`config.mk`:
```
export PLATFORM = sky130hd
export DESIGN_NAME = refresh_tick_timer
export DESIGN_NICKNAME = d
export VERILOG_FILES = /design/src/rtl/refresh_tick_timer.sv
export SDC_FILE = /design/constraint.sdc
export NUM_CORES = 1
export LEC_CHECK = 0
export BUFFER_PORTS_ARGS = -buffer_cell sky130_fd_sc_hd__buf_2
export CAP_MARGIN = 20
export CORE_UTILIZATION = 30
export DETAILED_ROUTE_END_ITERATION = 10
export HOLD_SLACK_MARGIN = 0.05
export PLACE_DENSITY = 0.44
export SYNTH_ARGS = -nofsm -noshare
export SYNTH_HDL_FRONTEND = slang
export SYNTH_SLANG_ARGS = --single-unit
```
`constraint.sdc`:
```
create_clock -name clk -period 2.8 [get_ports clk]
set_clock_uncertainty 0.15 [all_clocks]
set_input_delay 0.56 -clock clk [delete_from_list [all_inputs] [get_ports clk]]
set_output_delay 0.56 -clock clk [all_outputs]
set_load 0.02 [all_outputs]
```
`src/rtl/refresh_tick_timer.sv`:
```
module refresh_tick_timer #(
  parameter int DW = 8
) (
  input  logic          clk,
  input  logic          rst_n,
  input  logic          bus_wr,
  input  logic          bus_rd,
  input  logic [1:0]    bus_addr,
  input  logic [DW-1:0] bus_wdata,
  output logic [DW-1:0] bus_rdata,
  input  logic          rfsh_ack,
  output logic          rfsh_req,
  output logic          rfsh_pin,
  output logic          tmr_irq,
  output logic          dram_sel,
  output logic          psram_sel,
  output logic          wr_style_o,
  output logic [1:0]    col_mode_o
);
  localparam int PW = 12;

  logic          dram_en, psram_en, ins_en, pin_en, style, ovf;
  logic [1:0]    col;
  logic [2:0]    cks;
  logic          ie, flag, armed, req;
  logic [DW-1:0] cmp, cnt;
  logic [PW-1:0] presc, mask;

  wire wr_mode = bus_wr && bus_addr == 2'd0;
  wire wr_tcs  = bus_wr && bus_addr == 2'd1;
  wire wr_cmp  = bus_wr && bus_addr == 2'd2;
  wire wr_cnt  = bus_wr && bus_addr == 2'd3;
  wire rd_tcs  = bus_rd && bus_addr == 2'd1;

  wire dram_mode  = dram_en & ~psram_en;
  wire psram_mode = psram_en & ~dram_en;
  wire rf_mode    = dram_mode | psram_mode;

  always_comb begin
    case (cks)
      3'd1:    mask = 12'h001;
      3'd2:    mask = 12'h007;
      3'd3:    mask = 12'h01F;
      3'd4:    mask = 12'h07F;
      3'd5:    mask = 12'h1FF;
      3'd6:    mask = 12'h7FF;
      3'd7:    mask = 12'hFFF;
      default: mask = 12'h000;
    endcase
  end

  wire          tick     = (cks != 3'd0) && ((presc & mask) == mask);
  wire [DW-1:0] cnt_nxt  = (cnt == cmp) ? '0 : cnt + 1'b1;
  wire          hit      = tick && !wr_cnt && (cnt_nxt == cmp);
  wire          new_req  = hit && rf_mode && ins_en;
  wire          flag_clr = wr_tcs && !bus_wdata[7] && armed;

  always_ff @(posedge clk or negedge rst_n) begin
    if (!rst_n) begin
      presc <= '0;
      cnt   <= '0;
      cmp   <= '0;
      {col, style, pin_en, ins_en, psram_en, dram_en} <= '0;
      ovf   <= 1'b0;
      cks   <= '0;
      ie    <= 1'b0;
      flag  <= 1'b0;
      armed <= 1'b0;
      req   <= 1'b0;
    end else begin
      presc <= presc + 1'b1;
      if (wr_cnt)      cnt <= bus_wdata;
      else if (tick)   cnt <= cnt_nxt;
      if (wr_cmp)      cmp <= bus_wdata;
      if (wr_mode)     {col, style, pin_en, ins_en, psram_en, dram_en} <= bus_wdata[6:0];
      if (new_req && req && !rfsh_ack) ovf <= 1'b1;
      else if (wr_mode && !bus_wdata[7]) ovf <= 1'b0;
      if (wr_tcs) begin
        cks <= bus_wdata[2:0];
        ie  <= bus_wdata[6];
      end
      if (hit)           flag <= 1'b1;
      else if (flag_clr) flag <= 1'b0;
      if (flag_clr)            armed <= 1'b0;
      else if (rd_tcs && flag) armed <= 1'b1;
      req <= (req & ~rfsh_ack) | new_req;
    end
  end

  always_comb begin
    bus_rdata = '0;
    case (bus_addr)
      2'd0:    bus_rdata[7:0] = {ovf, col, style, pin_en, ins_en, psram_en, dram_en};
      2'd1:    bus_rdata[7:0] = {flag, ie, 3'b000, cks};
      2'd2:    bus_rdata = cmp;
      default: bus_rdata = cnt;
    endcase
  end

  assign rfsh_req   = req;
  assign rfsh_pin   = req & pin_en & rf_mode;
  assign tmr_irq    = flag & ie;
  assign dram_sel   = dram_mode;
  assign psram_sel  = psram_mode;
  assign wr_style_o = dram_mode & style;
  assign col_mode_o = dram_mode ? col : 2'b00;

  AST_STOPPED_HOLDS: assert property (@(posedge clk) disable iff (!rst_n)
    (cks == 3'd0 && !wr_cnt) |=> $stable(cnt));
  AST_WRAP_TO_ZERO: assert property (@(posedge clk) disable iff (!rst_n)
    (tick && !wr_cnt && cnt == cmp) |=> cnt == '0);
  AST_FLAG_SET_WINS: assert property (@(posedge clk) disable iff (!rst_n)
    hit |=> flag);
  AST_NO_REQ_TIMER: assert property (@(posedge clk) disable iff (!rst_n)
    !rf_mode |=> !$rose(rfsh_req));
  AST_REQ_HELD: assert property (@(posedge clk) disable iff (!rst_n)
    (rfsh_req && !rfsh_ack) |=> rfsh_req);
  AST_OVERRUN_SET: assert property (@(posedge clk) disable iff (!rst_n)
    (new_req && rfsh_req && !rfsh_ack) |=> ovf);
endmodule

```
==> results.py <==
metrics = {
    "clocking": {
        "clk_latency_ps": 310,
        "cts_sinks": 43,
        "cts_resized": 0,
        "htree_levels": 2,
        "cts.path.max_buffers": 2,
        "cts_tree": "built",
        "cts-root-buf": "clkbuf_8",
        "cts.clk_slew.worst_paths_ps": 90,
        "post_cts_buffers": 0,
        "numCtsBuffers": 5,
    },
    "die": {
        "rows": 33,
        "floorplan.initialDensity_pct": 31.5,
        "die-area_sq_um": 9140,
        "die_y_um": 95.6,
        "io_pins": 31,
        "core_sq_um": 8340,
        "die_w_um": 95.6,
    },
    "yosys": {
        "synth_most_common_cell": "dfrtp_1",
        "synth_edf_count": 0,
        "synth_area_leaders": "dfrtp_1 41%, mux2_2 7.3%, xor2_1 4.7%",
        "syn_area_sq_um": 2630,
        "yosys-top-cells-count": "43 x dfrtp_1, 20 x nor2_1, 19 x o21ai_0",
        "yosys_register_bits": 43,
        "yosys_warnings": 0,
        "syn_inst": 255,
        "yosysSeqAreaShare_pct": 40.9,
        "synth_cell_types": 57,
        "synthFlopType": "dfrtp_1",
        "yosysTopAreaCell": "dfrtp_1",
        "post_synth.cell_area_avg_sq_um": 10.3,
        "synth_nets": 274,
        "async_flop_share_pct": 100,
        "synth_top_area_share_pct": 40.9,
    },
    "drt": {
        "dr_wl_met3_um": 248,
        "routed.top_layer": "met4",
        "wl_met2_um": 2910,
        "drt.antenna.violating_nets": 0,
        "drc": 0,
        "wl_per_cell_um": 17.0,
        "vias": 2033,
        "drt_wl_total_um": 6740,
        "drt_iter0_drc": 59,
        "wl_met1_um": 3520,
        "vias_per_cell": 5.13,
        "first_pass_iters": 4,
    },
    "placed_design": {
        "dp_hpwl_um": 5110,
        "io_buffers": 30,
        "gp_congestion": 0.764,
        "placed_cell_area_sq_um": 2920,
        "dp.cells": 387,
    },
    "pwr": {
        "p_leak_nw": 1.31,
        "power_density_nw_per_um2": 724,
        "p_total_w": 0.00220,
        "irDropWorstVdd_uv": 325,
    },
    "timing": {
        "worstMarginPinSlew_ps": 1020,
        "setup_viol": 0,
        "fmax_ghz": 0.392,
        "finalCriticalPeriod_ps": 2550,
        "fin_crit_sh_pct": 91.1,
        "hold_ws_ps": 329,
        "rsz0062_at_grt": "no",
        "tns_ps": 0,
        "final_hold_viol_count": 0,
        "drv_slew": 0,
        "relSlewSlack_pct": 31.6,
    },
    "critical_path": {
        "timing_worst_setup_path_type": "register to register",
        "cp.arrival_ps": 2620,
        "path_max_fanout": 12,
        "critPathCaptureType": "register",
        "crit_path_start_kind": "register",
        "worstPathRequired_ps": 2870,
    },
    "grt": {
        "grt.overflow.total": 0,
        "grt_pass1_vias": 1958,
        "antenna_found_initial": 0,
        "grt_max_degree": 17,
        "grt_pass1_wl_um": 10900,
        "grt_use_total_pct": 16.3,
    },
    "min_path": {
        "hold_class": "register to register",
    },
    "cells_and_area": {
        "diodes": 0,
        "regArea_sq_um": 1080,
        "multi_input_area_sq_um": 1460,
        "finalNetCount": 309,
        "n_fill_cell": 864,
        "area_growth_pct": 15.7,
        "drive_above_1_share_pct": 27.5,
        "fin_area_sq_um": 3040,
        "stdcell_count": 396,
    },
    "flow_run": {
        "drv_cap": 0,
    },
    "status": {
        "status": "completed",
    },
}
[worst max-delay path: stages, from the launching register on]
cell and delay [ps]:
dfrtp_1 570, xor2_1 240, nor4_2 100, and2_4 230, nor3_1 830, nand3b_1 150, a31oi_1 200
[layer usage]
metal	GRT usage, %	vias to the layer above
met2	24.8	45
met1	23.8	993
li1	-	990
met3	2.79	5
met4	4.10	0
met5	0	-
[cell usage in the layout, fill, tap and decap left out, types with 2 or more instances in the layout]
master,instances
a21boi_0,2
a21oi_1,4
a2bb2oi_1,2
a31oi_1,8
and2_1,4
and3_1,4
buf_2,30
buf_4,9
clkbuf_8,5
dfrtp_1,43
ha_1,4
inv_1,8
mux2_2,17
mux2i_1,4
mux4_2,4
nand2_1,16
nand2b_1,5
nand3_1,9
nand3b_1,4
nand4_1,2
nor2_1,20
nor2b_1,4
nor3_1,3
nor3b_1,2
nor4b_1,2
o21ai_0,19
o311ai_0,2
o31ai_1,2
or3_1,3
xnor2_1,9
xor2_1,14
[repair_timing]
item,CTS,global route
hold buffers,1,0
setup endpoints to repair,0,0
endpoints found under the hold margin,14,0
[cell type report]
class,count,share of cell area [%]
multi-input combinational,192,48.0
sequential,43,35.4
timing repair buffer,40,7.49
tap,105,4.32
clock buffer,5,2.26
clock inverter,3,1.52
inverter,8,0.987
[logic make-up after synthesis]
group                      count (synthesis)  synth area share (%)
adders and majority gates                  4                  1.90
buffers and inverters                     20                  3.47
and+or+nand+nor                           91                  19.7
muxes                                     26                  13.2
AOI/OAI and AO/OA                         48                  13.1
xor gates and xnor gates                  23                  7.66
DFF                                       43                  40.9
[path summary, 6_finish.rpt]
kind / startpoint / to / slack, ps / cells past startpoint
max reg2reg: cnt[2] / cnt[4] / 250 / 6
max in group asynchronous: rst_n / cnt[4] / 1410 / 3
min in group asynchronous: rst_n / presc[10] / 530 / 2
min: presc[10] / presc[10] / 330 / 1
max: cnt[2] / cnt[4] / 250 / 6
min reg2reg: presc[10] / presc[10] / 330 / 1
[state kept, by name, indices dropped and copies added, names as in the netlist, 2 cells and up]
name	count
cks	3
presc	12
col	2
cmp	8
cnt	8
[metrics by stage]
stage          utilization (%)  setup WS [ps]
2_1_floorplan                -            358
4_1_cts                   36.5            233
6_report                  36.5            248
3_5_place_dp              35.0            241
5_1_grt                   36.5           16.2
3_3_place_gp              35.0            300
[where the power goes]
group / internal, W / total [W] / switching [W]
clock network: 0.000269 / 0.000511 / 0.000242
logic: 0.000380 / 0.000827 / 0.000447
registers: 0.000717 / 0.000866 / 0.000149
total: 0.00137 / 0.00220 / 0.000837
(Power assumes the default switching activity.)
